===== config.mk =====
export PLATFORM = sky130hd
export DESIGN_NAME = pci_park_ctrl
export DESIGN_NICKNAME = d
export VERILOG_FILES = /design/src/rtl/pci_park_pkg.sv /design/src/rtl/pci_rel_sync.sv /design/src/rtl/pci_park_fsm.sv /design/src/rtl/pci_gnt_drv.sv /design/src/rtl/pci_park_ctrl.sv
export SDC_FILE = /design/constraint.sdc
export NUM_CORES = 1
export LEC_CHECK = 0
export BUFFER_PORTS_ARGS = -buffer_cell sky130_fd_sc_hd__buf_2
export CAP_MARGIN = 20
export CORE_AREA = 2 2 39 41
export DETAILED_ROUTE_END_ITERATION = 16
export DIE_AREA = 0 0 41 43
export GPL_ROUTABILITY_DRIVEN = 0
export SETUP_SLACK_MARGIN = 0.15
export SLEW_MARGIN = 15
export SYNTH_ARGS = -nofsm -noshare
export SYNTH_HDL_FRONTEND = slang
export SYNTH_SLANG_ARGS = --single-unit

===== constraint.sdc =====
create_clock -name clk -period 2 [get_ports clk]
set_input_delay 0.5 -clock clk [delete_from_list [all_inputs] [get_ports clk]]
set_output_delay 0.5 -clock clk [all_outputs]
set_load 0.01 [all_outputs]

===== src/rtl/pci_park_pkg.sv =====
package pci_park_pkg;
    typedef enum logic [2:0] {
        PK_RESET = 3'd0,
        PK_WAIT  = 3'd1,
        PK_PARK  = 3'd2,
        PK_FLOAT = 3'd3,
        PK_OWN   = 3'd4
    } park_state_e;
endpackage


===== src/rtl/pci_rel_sync.sv =====
// Reset-release synchronizer: asserts asynchronously, releases after STAGES edges.
module pci_rel_sync #(
    parameter int STAGES = 2
) (
    input  logic clk,
    input  logic rst_n,
    output logic rel_o
);
    logic [STAGES-1:0] chain_q;

    always_ff @(posedge clk or negedge rst_n) begin
        if (!rst_n) begin
            chain_q <= '0;
        end else begin
            chain_q <= {chain_q[STAGES-2:0], 1'b1};
        end
    end

    assign rel_o = chain_q[STAGES-1];
endmodule


===== src/rtl/pci_park_fsm.sv =====
module pci_park_fsm
    import pci_park_pkg::*;
#(
    parameter int PARK_DLY    = 3,
    parameter int SYNC_STAGES = 2
) (
    input  logic clk,
    input  logic rst_n,
    input  logic rel_i,
    input  logic strap_i,
    input  logic gnt_other_i,
    input  logic busy_i,
    output logic bus_oe_o,
    output logic bus_zero_o,
    output logic strb_oe_o,
    output logic arb_en_o
);
    // Edges left after the synchronizer hands over, before parking begins.
    localparam int WAIT_CYC = PARK_DLY - SYNC_STAGES - 1;
    localparam int CNT_W    = $clog2(PARK_DLY + 1);
    localparam int LAST_CNT = (WAIT_CYC > 0) ? WAIT_CYC - 1 : 0;

    park_state_e state_q, state_d;
    logic [CNT_W-1:0] wait_cnt_q;
    logic park_ok;

    assign park_ok = arb_en_o && !gnt_other_i;

    // State register
    always_ff @(posedge clk or negedge rst_n) begin
        if (!rst_n) begin
            state_q <= PK_RESET;
        end else begin
            state_q <= state_d;
        end
    end

    // Next state
    always_comb begin
        state_d = state_q;
        unique case (state_q)
            PK_RESET: begin
                if (rel_i) begin
                    if (!strap_i)           state_d = PK_FLOAT;
                    else if (WAIT_CYC <= 0) state_d = PK_PARK;
                    else                    state_d = PK_WAIT;
                end
            end
            PK_WAIT: begin
                if (wait_cnt_q == CNT_W'(LAST_CNT)) state_d = PK_PARK;
            end
            PK_PARK: begin
                if (gnt_other_i)  state_d = PK_FLOAT;
                else if (busy_i)  state_d = PK_OWN;
            end
            PK_FLOAT: begin
                if (busy_i)       state_d = PK_OWN;
                else if (park_ok) state_d = PK_PARK;
            end
            PK_OWN: begin
                if (!busy_i)      state_d = park_ok ? PK_PARK : PK_FLOAT;
            end
            default:              state_d = PK_RESET;
        endcase
    end

    // Park delay counter
    always_ff @(posedge clk or negedge rst_n) begin
        if (!rst_n) begin
            wait_cnt_q <= '0;
        end else if (state_q == PK_WAIT) begin
            wait_cnt_q <= wait_cnt_q + 1'b1;
        end else begin
            wait_cnt_q <= '0;
        end
    end

    // Strap capture at the synchronized release
    always_ff @(posedge clk or negedge rst_n) begin
        if (!rst_n) begin
            arb_en_o <= 1'b0;
        end else if (state_q == PK_RESET && rel_i) begin
            arb_en_o <= strap_i;
        end
    end

    // Outputs
    always_comb begin
        bus_oe_o   = 1'b0;
        bus_zero_o = 1'b0;
        strb_oe_o  = 1'b0;
        unique case (state_q)
            PK_RESET: begin
                bus_oe_o   = !rst_n;
                bus_zero_o = !rst_n;
            end
            PK_WAIT:  ;
            PK_PARK: begin
                bus_oe_o   = 1'b1;
                bus_zero_o = 1'b1;
            end
            PK_FLOAT: ;
            PK_OWN: begin
                bus_oe_o   = 1'b1;
                strb_oe_o  = 1'b1;
            end
            default: ;
        endcase
    end
endmodule


===== src/rtl/pci_gnt_drv.sv =====
module pci_gnt_drv #(
    parameter int N_GNT = 3
) (
    input  logic             oe_i,
    input  logic [N_GNT-1:0] arb_gnt_i,
    output logic [N_GNT-1:0] gnt_val_o
);
    for (genvar g = 0; g < N_GNT; g++) begin : g_lane
        assign gnt_val_o[g] = oe_i ? arb_gnt_i[g] : 1'b1;
    end
endmodule


===== src/rtl/pci_park_ctrl.sv =====
module pci_park_ctrl #(
    parameter int PARK_DLY    = 3,
    parameter int SYNC_STAGES = 2,
    parameter int N_GNT       = 3
) (
    input  logic             clk,
    input  logic             rst_n,
    input  logic             strap_arb_i,
    input  logic             gnt_other_i,
    input  logic             agent_busy_i,
    input  logic [N_GNT-1:0] arb_gnt_i,
    output logic             bus_oe_o,
    output logic             bus_zero_o,
    output logic             strb_oe_o,
    output logic             side_oe_o,
    output logic             gnt_oe_o,
    output logic [N_GNT-1:0] gnt_val_o,
    output logic             arb_en_o
);
    logic rel;

    pci_rel_sync #(.STAGES(SYNC_STAGES)) u_sync (
        .clk   (clk),
        .rst_n (rst_n),
        .rel_o (rel)
    );

    pci_park_fsm #(.PARK_DLY(PARK_DLY), .SYNC_STAGES(SYNC_STAGES)) u_fsm (
        .clk         (clk),
        .rst_n       (rst_n),
        .rel_i       (rel),
        .strap_i     (strap_arb_i),
        .gnt_other_i (gnt_other_i),
        .busy_i      (agent_busy_i),
        .bus_oe_o    (bus_oe_o),
        .bus_zero_o  (bus_zero_o),
        .strb_oe_o   (strb_oe_o),
        .arb_en_o    (arb_en_o)
    );

    assign gnt_oe_o  = rel;
    // Sideband requests: undriven in reset, driven inactive at once on release.
    assign side_oe_o = rst_n;

    pci_gnt_drv #(.N_GNT(N_GNT)) u_gnt (
        .oe_i      (gnt_oe_o),
        .arb_gnt_i (arb_gnt_i),
        .gnt_val_o (gnt_val_o)
    );
endmodule


Word-level counts from Yosys, hierarchy flattened. Cells that the tools add are included.

$add $sub $neg: 1. Eq/ne operators: 9. Multiplexer cells: 17. Reduce and logical (&&, ||, !) cells: 8.

Operators with widths (number): $mux 3 (7); $pmux 3 s5 (1); $eq 3x2->1 const B (2); $mux 1 (6); $reduce_and 5->1 (1); $ne 2x2->1 const B (2); $pmux 1 s2 (2); $eq 3x1->1 const B (1); $eq 3x3->1 const B (1); $logic_not 3->1 (1); $ne 3x2->1 const B (1); $ne 3x3->1 const B (1); $add 2x1->2 const B (1); $logic_and 1x1->1 (2); $logic_not 1->1 (2); $logic_not 2->1 (1); $mux 2 (1); $ne 2x1->1 const B (1); $reduce_or 2->1 (1).

Bits in registers: 8.

Logic depth before layout (Yosys ltp). Gate-level depths: netlist of the first run.

Word-level depth: 5. Gate-level depth with buffers: 6. Depth with buffers taken out: 6.

Modules after synthesis. Synthesis of the first run repeated with hierarchy kept, for this count alone.

Cell total of the unflattened synthesis: 46. Area total of the unflattened synthesis: 460.4 sq um.

Modules (own cells, without submodules): pci_park_fsm (instances 1, cells an instance 39, area an instance 380.4 sq um, sequential area each 150.1 sq um); pci_rel_sync (instances 1, cells an instance 3, area an instance 53.8 sq um, sequential area each 50.0 sq um); pci_gnt_drv (instances 1, cells an instance 3, area an instance 18.8 sq um, sequential area each 0.0 sq um); pci_park_ctrl (instances 1, cells an instance 1, area an instance 7.5 sq um, sequential area each 0.0 sq um).

Worst setup path before layout of the first run. OpenSTA, ideal clock, no wires.

Kind: reg-to-output. From: register u_fsm.state_q[0]. To: output port bus_oe_o. Arrival time: 1072 ps. Required time: 1500 ps. Setup slack: 428 ps. Cell stages (with the launch flop): 4. Buffers on the path: 1. Path through: dfrtp_1 -> buf_6 -> a211oi_1 -> or2_1.

Longest elaborated chain between the ends: 3. Elaborated cells on any way between the ends: 5. Those cells by class: 2 x eq/ne; 1 x mux; 2 x reduce/logical.

Ends and longest elaborated chain: start: declaration (RTL line pci_park_fsm.sv:23) `park_state_e state_q, state_d;`; start signal: assignment (RTL line pci_park_fsm.sv:34) `state_q <= state_d;`; $eq 3x2->1 / $eq 3x3->1 (equally long branches) (RTL line pci_park_fsm.sv:92) `unique case (state_q)`; $reduce_or 2->1 (no line); $pmux 1 s2 (*) (RTL line pci_park_fsm.sv:92); end: declaration (RTL line pci_park_ctrl.sv:12) `output logic bus_oe_o,`.

Mark *: on every way between the ends. The rest lies on a longest branch, timed or not.

Worst setup path in the final report of the first run.
From: register u_fsm.state_q[1]. To: output port bus_oe_o.

Same word-level chain as after synthesis.

==> reports/results.ini, run 1 <==
[global_routing]
pin_count_of_the_biggest_net_entering_global_routing=10
first_global_vias=383
globalRouteTotalUtil_pct=14.81
first_pass_grt_wire_length_mm=1.683
gr-total-overflow=0
antenna_found_initial=0

[drt]
drtPass1Iterations=4
drtIter0Drc=2
routed-via-count=392
avgViaCountPerCell=4.962
antenna_left=0
drc=0
route.final.wire_length_um=963
routed_wire_length_per_instance_um=12.19

[worst_setup_path]
crit_fanout=5
required_ns=1.50
setup.worst_path.start_class=flop
crit-reg2reg-launch=u_fsm.state_q[0]$_DFFE_PN0P_
critical_path_buf_inv_count=2
worst-setup-path-type=flop to output pin
critical-path-top-delay-family=flip-flops
slowest_stage=sky130_fd_sc_hd__dfrtp_1
worst_path_cell_trace=inv_2 > and3_4 > or2_1 > buf_2
timing.reg2reg.setup_slack_ns=0.52
ff2ff_path_depth=5
critical_path_arrival_ns=1.27
crit_path_max_incr_delay_ns=0.41
worst_r2r_endpoint=u_fsm.state_q[0]$_DFFE_PN0P_
critPathCaptureType=output pin

[clocking]
worst_setup_hold_path_clk_slew_ns=0.06
cts_setup_buffers=0
clock_tree.htree_level_count=1
clock_tree.root_cell=sky130_fd_sc_hd__clkbuf_4
numClockSinks=8
hold_buffers=0
cts_buffer_depth=2
cts_tree=built
clkLatencyLatePin_ns=0.26
cts_buffers=3

[yosys]
syn_inst=45
synthMuxAreaShare_pct=7.880
synthDominantCellAreaShare_pct=43.48
synthesis.area_per_instance_um2=10.23
synth_xor_xnor_area_share_pct=0
yosysTopAreaCell=sky130_fd_sc_hd__dfrtp_1
ys_seq_elements=8
synth.area.top_cells=sky130_fd_sc_hd__dfrtp_1, sky130_fd_sc_hd__and3_1, sky130_fd_sc_hd__nand2b_1
sequential_area_share_after_synthesis_pct=43.48
ys_types=24
synth-simple-area-share_pct=20.11
postSynthNetCount=54
yosys_warnings=0
yosys.area_share.adder_pct=2.717
mapped_area_um2=460.4
synth_compound_area_share_pct=16.03
largest_family_of_logic_cells_by_synthesized_area=simple AND/OR/NAND/NOR gates

[flow_run]
drv.max_cap_violation_count=0

[final_layout]
post_route_cells_drive_above_1_share_pct=44.44
multi_input_area_um2=229.0
area_growth_pct=26.63
antenna_cells=0
nFillCells=147
finalNetCount=74
postLayoutCoreUtil_pct=42.13
ff_latch_area_um2=201.4
final_common_cell=sky130_fd_sc_hd__buf_2
layout.cells.most_common_list=sky130_fd_sc_hd__buf_2, sky130_fd_sc_hd__dfrtp_1, sky130_fd_sc_hd__nor2_1, sky130_fd_sc_hd__nand2b_1

[floorplan]
initial_util_pct=33.27
die_y_um=43
die-width_um=41
placementRows=14
core_area_um2=1384
design.die.area_um2=1763
ioPinCount=17

[sta]
post-route-period-util_pct=88.61
accumulated_negative_setup_slack_ns=0
rsz0062_at_grt=no
report.final.slew_viol_count=0
skew_ns=0.008796
setup_viol_count_final=0
min_period_ns=1.772
fmaxAchievable_mhz=564.3
hold_viol_final=0

[power]
ir_drop_worst_vdd_v=0.0005700
p_leak_nw=0.2949
power.density_nw_per_um2=1285

[place]
io_buffers=16
hpwlAfterDp_um=701.2

[hold_path]
min_path_type=input port to async pin

[status]
result_of_the_run=finished, final reports clean

==> area by class of cell <==
class	count	area share [%]
Tap cell	16	3.433
Timing Repair Buffer	18	16.31
Sequential cell	8	34.55
Multi-Input combinational cell	30	39.27
Clock buffer	3	3.863
Inverter	4	2.575
==> flip-flops by register name, indices dropped and copies added, names as in the netlist <==
name / count
u_fsm.arb_en_o: 1
u_fsm.state_q: 3
u_fsm.wait_cnt_q: 2
u_sync.chain_q: 2
==> what timing repair did <==
item	in CTS	in global routing
resized for setup	0	3
endpoints found under the hold margin	0	0
setup endpoints to repair	0	1
==> logic make-up (layout without fill, tap and decap cells) <==
| logic type | after synthesis | after routing |
|---|---|---|
| AOI/OAI and AO/OA | 9 | 9 |
| buffers and inverters | 7 | 25 |
| adders and majority gates | 1 | 1 |
| and+or+nand+nor | 16 | 16 |
| other | 1 | 1 |
| DFF | 8 | 8 |
| muxes | 3 | 3 |
==> stage by stage <==
stage	instances	hold slack (ns)	area, um2	total power, mW	worst slack, ns
floorplan	45	0.2044	460.4	0.5164	0.4283
finish	79	0.1730	583.1	0.7495	0.2279
global route	79	0.1800	583.1	0.8211	0.1519
CTS	79	0.1657	571.8	0.7427	0.1916
global placement	76	0.3333	549.3	0.6006	0.3979
detailed placement	76	0.3364	549.3	0.6073	0.4165
==> worst reg2reg max path, delay by kind of cell (launching register included) <==
kind,cells,cell delay (ns)
muxes,1,0.33
DFF,1,0.38
buffers and inverters,1,0.17
and+or+nand+nor,1,0.32
AOI/OAI and AO/OA,2,0.16
==> report_power, final <==
group	leakage (nW)	switching (mW)	total [mW]	internal (mW)
Combinational	0.183	0.188	0.363	0.176
Sequential	0.0979	0.0464	0.258	0.211
Clock	0.0138	0.0598	0.129	0.0690
Total	0.295	0.294	0.750	0.456
==> metal layers <==
| metal | global-route usage (%) | routed length [um] | up-vias |
|---|---|---|---|
| met3 | 7.853 | 67 | 4 |
| met1 | 18.60 | 434 | 189 |
| met4 | 9.333 | 24 | 0 |
| li1 | - | - | 187 |
| met5 | 0 | 0 | - |
| met2 | 19.06 | 436 | 12 |
==> worst max-delay path by stage <==
stage	from	endpoint	slack (ns)	cells after the start
2_1_floorplan	u_fsm.state_q[0]$_DFFE_PN0P_	bus_oe_o	0.43	3
3_3_place_gp	rst_n	bus_oe_o	0.40	4
3_5_place_dp	agent_busy_i	u_fsm.state_q[0]$_DFFE_PN0P_	0.42	5
4_1_cts	u_fsm.state_q[2]$_DFFE_PN0P_	bus_oe_o	0.19	3
5_1_grt	u_fsm.state_q[0]$_DFFE_PN0P_	bus_oe_o	0.15	4
6_report	u_fsm.state_q[1]$_DFFE_PN0P_	bus_oe_o	0.23	4
==> cells in the mapped netlist <==
| cell type | instances |
|---|---|
| sky130_fd_sc_hd__nand2_1 | 1 |
| sky130_fd_sc_hd__a21oi_1 | 2 |
| sky130_fd_sc_hd__o41ai_2 | 1 |
| sky130_fd_sc_hd__a2111oi_0 | 1 |
| sky130_fd_sc_hd__a21boi_0 | 1 |
| sky130_fd_sc_hd__nand2b_1 | 4 |
| sky130_fd_sc_hd__dfrtp_1 | 8 |
| sky130_fd_sc_hd__buf_6 | 1 |
| sky130_fd_sc_hd__a211oi_1 | 1 |
| sky130_fd_sc_hd__nor4bb_1 | 1 |
| sky130_fd_sc_hd__a21oi_2 | 1 |
| sky130_fd_sc_hd__buf_4 | 2 |
| sky130_fd_sc_hd__ha_1 | 1 |
| sky130_fd_sc_hd__inv_1 | 3 |
| sky130_fd_sc_hd__inv_2 | 1 |
| sky130_fd_sc_hd__mux2i_1 | 1 |
| sky130_fd_sc_hd__and3_1 | 4 |
| sky130_fd_sc_hd__nor2_1 | 4 |
| sky130_fd_sc_hd__mux2_4 | 1 |
| sky130_fd_sc_hd__o21a_1 | 2 |
| sky130_fd_sc_hd__conb_1 | 1 |
| sky130_fd_sc_hd__or2b_1 | 1 |
| sky130_fd_sc_hd__or2_1 | 1 |
| sky130_fd_sc_hd__mux2_1 | 1 |
Note: power is estimated with default switching activity, not from simulation.
==> run 2, diff against run 1 <==
Settings changed: SYNTH_HIERARCHICAL set to 1.
==> reports/results.ini, run 2 <==
[yosys]
synthesis.area_per_instance_um2=10.01
synthDominantCellAreaShare_pct=43.48
syn_inst=46
ys_seq_elements=8
async_flop_share_pct=100.0
number_of_flops_mapped_to_enable_cells_by_yosys=0
synth_most_common_cell=sky130_fd_sc_hd__dfrtp_1
postSynth.topFlopCell=sky130_fd_sc_hd__dfrtp_1
ys_types=27
sequential_area_share_after_synthesis_pct=43.48
yosysTopAreaCell=sky130_fd_sc_hd__dfrtp_1
ys_top_cells_by_count=sky130_fd_sc_hd__dfrtp_1, sky130_fd_sc_hd__nand2b_1, sky130_fd_sc_hd__inv_1
synth.area.top_cells=sky130_fd_sc_hd__dfrtp_1, sky130_fd_sc_hd__nand2b_1, sky130_fd_sc_hd__and3_2
yosys_warnings=6
mapped_area_um2=460.4
postSynthNetCount=55

[clocking]
cts_tree=built
numClockSinks=8
hold_buffers=0
clkLatencyLatePin_ns=0.25
cts_buffer_depth=2
clock_tree.htree_level_count=1
worst_setup_hold_path_clk_slew_ns=0.05
clock_tree.root_cell=sky130_fd_sc_hd__clkbuf_4
cts_buffers=3

[place]
hpwlAfterDp_um=694.1
io_buffers=16

[drt]
route.final.wire_length_um=978
avgViaCountPerCell=4.900
routed-via-count=392
drc=0
antenna_left=0
drtPass1Iterations=4
routed_wire_length_per_instance_um=12.23
drtIter0Drc=7

[power]
power.density_nw_per_um2=1260
p_switching_mw=0.2989
combPwrFrac_pct=44.0
p_int_mw=0.4437
clkPwrFrac_pct=16.1
p_leak_nw=0.2766
share_seq_of_total_power_pct=39.9
ir_drop_worst_vdd_v=0.0004496
swShare_pct=40.25

[global_routing]
gr-total-overflow=0
first_global_vias=342
first_pass_grt_wire_length_mm=1.428
globalRouteTotalUtil_pct=12.54
pin_count_of_the_biggest_net_entering_global_routing=11
antenna_found_initial=0

[sta]
accumulated_negative_setup_slack_ns=0
skew_ns=0.005394
min_period_ns=1.786
setup_viol_count_final=0
report.final.slew_viol_count=0
post-route-period-util_pct=89.30
rsz0062_at_grt=no
hold_viol_final=0
fmaxAchievable_mhz=559.9

[final_layout]
max_flop_register=u_fsm/state_q
area_growth_pct=27.99
final_common_cell=sky130_fd_sc_hd__buf_2
nFillCells=145
finalNetCount=75
ff_latch_area_um2=202.7
layout.cells.most_common_list=sky130_fd_sc_hd__buf_2, sky130_fd_sc_hd__dfrtp_1, sky130_fd_sc_hd__nand2b_1, sky130_fd_sc_hd__inv_1
post_route_cells_drive_above_1_share_pct=50.00
antenna_cells=0
postLayoutCoreUtil_pct=42.59
multi_input_area_um2=237.7
biggestRegsByFlops=u_fsm/state_q (3), u_fsm/wait_cnt_q (2), u_sync/chain_q (2)
largest_register_ffs=3

[worst_setup_path]
crit_path_max_incr_delay_ns=0.45
setup.worst_path.start_class=flop
critPathCaptureType=output pin
crit-reg2reg-launch=u_fsm/state_q[1]$_DFFE_PN0P_
crit_fanout=7
critical_path_buf_inv_count=2
slowest_stage=sky130_fd_sc_hd__dfrtp_1
critical-path-top-delay-family=flip-flops
worst_path_cell_trace=inv_1 > nor3_4 > or2_1 > buf_2
critical_path_arrival_ns=1.29
worst-setup-path-type=flop to output pin
startpoint=u_fsm/state_q[2]$_DFFE_PN0P_
required_ns=1.50

[floorplan]
initial_util_pct=33.27
die-width_um=41
ioPinCount=17
core_area_um2=1384
die_y_um=43
design.die.area_um2=1763
placementRows=14

[hold_path]
min_path_type=input port to async pin

[status]
result_of_the_run=finished, final reports clean

[flow_run]
drv.max_cap_violation_count=0

[run 2: cell types whose count changed in the layout (fill, tap and decap cells not counted), moves of 2 or more]
cell / change
sky130_fd_sc_hd__nor2_1: -4
sky130_fd_sc_hd__and3_1: -3
sky130_fd_sc_hd__and3_2: +2
sky130_fd_sc_hd__nand2_1: +2
[run 2: repair_timing]
item,CTS,global route
buffers inserted,0,0
endpoints found under the setup margin,0,1
resized for setup,0,4
[run 2: metal layers]
metal,wire length (um),up-vias,global-route usage (%)
li1,-,193,-
met1,446,186,15.13
met2,463,11,16.88
met3,58,2,7.853
met4,10,0,6.000
met5,0,-,0
[run 2: worst paths after layout]
check / endpoint / slack (ns) / depth (start not counted)
worst min register to register: u_sync/chain_q[1]$_DFF_PN0_ / 0.34 / 0
worst min-delay path: u_fsm/arb_en_o$_DFFE_PN0P_ / 0.19 / 2
worst max register to register: u_fsm/arb_en_o$_DFFE_PN0P_ / 0.72 / 3
worst max-delay path: bus_oe_o / 0.21 / 4
max in group asynchronous: u_fsm/state_q[1]$_DFFE_PN0P_ / 1.65 / 2
min in group clk: u_sync/chain_q[1]$_DFF_PN0_ / 0.34 / 0
[run 2: per-stage QoR]
stage / setup slack [ns] / total power [mW] / hold WS (ns) / instances / instance area, um2
after floorplan: 0.4003 / 0.5120 / 0.2044 / 46 / 460.4
after global placement: 0.3705 / 0.5976 / 0.3316 / 77 / 553.0
after detailed placement: 0.3495 / 0.5988 / 0.3371 / 77 / 553.0
after CTS: 0.1873 / 0.7281 / 0.1819 / 80 / 575.6
after global routing: 0.1332 / 0.8107 / 0.1878 / 80 / 589.3
final: 0.2139 / 0.7425 / 0.1944 / 80 / 589.3
[run 2: layout make-up]
| type | instances | share of cell area, % |
|---|---|---|
| repair buffers | 17 | 14.86 |
| inverters | 5 | 3.185 |
| multi-input cells | 31 | 40.34 |
| clock buffers | 3 | 3.822 |
| well taps | 16 | 3.397 |
| flip-flops and latches | 8 | 34.39 |
[run 2: cells by family (layout without fill, tap and decap cells)]
family | count (synthesis) | count (layout) | share of synthesized area, %
AND/OR/NAND/NOR | 17 | 17 | 24.73
multiplexers | 1 | 1 | 3.260
buffers and inverters | 7 | 25 | 7.334
adder cells (fa/ha/maj) | 1 | 1 | 2.717
flip-flops | 8 | 8 | 43.48
AO/OA/AOI/OAI | 11 | 11 | 17.66
other | 1 | 1 | 0.8144
[run 2: power by group through the flow]
stage                     Combinational [mW]  Clock (mW)  Sequential, mW
after detailed placement               0.315           0           0.284
after floorplan                        0.256           0           0.256
after global placement                 0.313           0           0.285
after CTS                              0.317       0.129           0.282
after global routing                   0.366       0.135           0.309
final                                  0.327       0.119           0.297
==> run 3, diff against run 2 <==
Settings changed: BUFFER_PORTS_ARGS -buffer_cell sky130_fd_sc_hd__buf_2 to -buffer_cell sky130_fd_sc_hd__clkbuf_2, GPL_ROUTABILITY_DRIVEN 0 to not set.
Clock period 2 ns to 1.9 ns, I/O delays scaled along.
==> reports/results.ini, run 3 (same netlist as run 2, synthesis figures left out) <==
[floorplan]
design.die.area_um2=1763
initial_util_pct=33.27
die_y_um=43
ioPinCount=17
core_area_um2=1384
placementRows=14
die-width_um=41

[final_layout]
area_growth_pct=34.78
finalNetCount=79
filler_free_cell_count_of_the_finished_design=84
largest_register_ffs=3
post_route_cells_drive_above_1_share_pct=55.88
max_flop_register=u_fsm/state_q
biggestRegsByFlops=u_fsm/state_q (3), u_fsm/wait_cnt_q (2), u_sync/chain_q (2)
nFillCells=130
postLayoutCellArea_um2=620.6
ff_latch_area_um2=203.9
multi_input_area_um2=237.7
final_common_cell=sky130_fd_sc_hd__clkbuf_2
layout.cells.most_common_list=sky130_fd_sc_hd__clkbuf_2, sky130_fd_sc_hd__buf_4, sky130_fd_sc_hd__nand2b_1, sky130_fd_sc_hd__dfrtp_1
postLayoutCoreUtil_pct=44.85
antenna_cells=0

[sta]
fmaxAchievable_mhz=596.1
hold_viol_final=0
final.hold.worst_slack_ns=0.1614
report.final.slew_viol_count=0
setup_viol_count_final=0
post-route-period-util_pct=88.29
min_period_ns=1.678
accumulated_negative_setup_slack_ns=0
layout_setup_ws_ns=0.2224
skew_ns=0.007638
rsz0062_at_grt=yes

[clocking]
clock_tree.htree_level_count=1
numClockSinks=8
cts_tree=built
hold_buffers=0
cts_buffer_depth=2
clkLatencyLatePin_ns=0.25
worst_setup_hold_path_clk_slew_ns=0.06
clock_tree.root_cell=sky130_fd_sc_hd__clkbuf_4
cts_buffers=3

[worst_setup_path]
slowest_stage=sky130_fd_sc_hd__dfrtp_2
crit_path_max_incr_delay_ns=0.46
worst_path_cell_trace=inv_2 > nor3_4 > or2_1 > clkbuf_2
worst-setup-path-type=flop to output pin
critPathCaptureType=output pin
setup.worst_path.start_class=flop
critical_path_arrival_ns=1.20
crit_fanout=7
timing.reg2reg.setup_slack_ns=0.54
required_ns=1.42

[global_routing]
antenna_found_initial=0
gr-total-overflow=0
pin_count_of_the_biggest_net_entering_global_routing=11
first_global_vias=359
first_pass_grt_wire_length_mm=1.566
globalRouteTotalUtil_pct=14.10

[place]
io_buffers=16
place_area_um2=553.0
dp.cells=77
hpwlAfterDp_um=722.4
pre_cts_setup_slack_ns=0.3057
place.gp.congestion=0.7990

[drt]
drtIter0Drc=15
route.final.wire_length_um=982
drc=0
routed_wire_length_per_instance_um=11.69
avgViaCountPerCell=4.976
route.met3.wl_um=94
drtPass1Iterations=4
met1_length_um=395
dr_wl_met2_um=483
routed-via-count=418
antenna_left=0
route.top_layer_used=met4

[hold_path]
min_path_type=input port to async pin

[status]
result_of_the_run=finished, final reports clean

[power]
design_power_mw=0.8472
p_leak_nw=0.2982
ir_drop_worst_vdd_v=0.0005038
power.density_nw_per_um2=1365

[flow_run]
drv.max_cap_violation_count=0

[run 3: cell count changes in the layout (fill, tap and decap cells not counted)]
cell / change
sky130_fd_sc_hd__buf_2: -16
sky130_fd_sc_hd__clkbuf_2: +16
sky130_fd_sc_hd__buf_4: +4
sky130_fd_sc_hd__dfrtp_1: -1
sky130_fd_sc_hd__dfrtp_2: +1
sky130_fd_sc_hd__inv_1: -1
sky130_fd_sc_hd__inv_2: +1
[run 3: final timing paths]
check                                                   from  cells past startpoint                            to
worst min-delay path                                   rst_n                      2    u_fsm/arb_en_o$_DFFE_PN0P_
min in group clk                 u_sync/chain_q[0]$_DFF_PN0_                      0   u_sync/chain_q[1]$_DFF_PN0_
worst max-delay path            u_fsm/state_q[2]$_DFFE_PN0P_                      4                      bus_oe_o
worst max register to register  u_fsm/state_q[1]$_DFFE_PN0P_                      4    u_fsm/arb_en_o$_DFFE_PN0P_
max in group asynchronous                              rst_n                      2  u_fsm/state_q[1]$_DFFE_PN0P_
worst min register to register   u_sync/chain_q[0]$_DFF_PN0_                      0   u_sync/chain_q[1]$_DFF_PN0_
[run 3: critical path, delay by kind of cell, from the launching register on]
kind | cells | cell delay, ns
flops | 1 | 0.46
simple gates | 2 | 0.26
buf+inv | 2 | 0.23
[run 3: timing repair]
action / 4_1_cts / 5_1_grt
setup buffers: 0 / 4
endpoints found under the setup margin: 1 / 2
resized for setup: 2 / 4
[run 3: report_power, final]
part	leakage, nW	internal [mW]	switching (mW)
Clock	0.0138	0.0723	0.0584
Combinational	0.189	0.217	0.197
Sequential	0.0959	0.226	0.0758
[run 3: final cells by class]
cell class,instances,share of cell area [%]
clock buffer,3,3.629
inverter,5,3.024
multi-input combinational,31,38.31
sequential,8,32.86
tap,16,3.226
timing repair buffer,21,18.95
[run 3: routing by layer]
layer,global-route usage (%),vias up
met5,0,-
met4,6.000,0
met3,9.424,2
met2,19.69,22
met1,16.28,191
li1,-,203
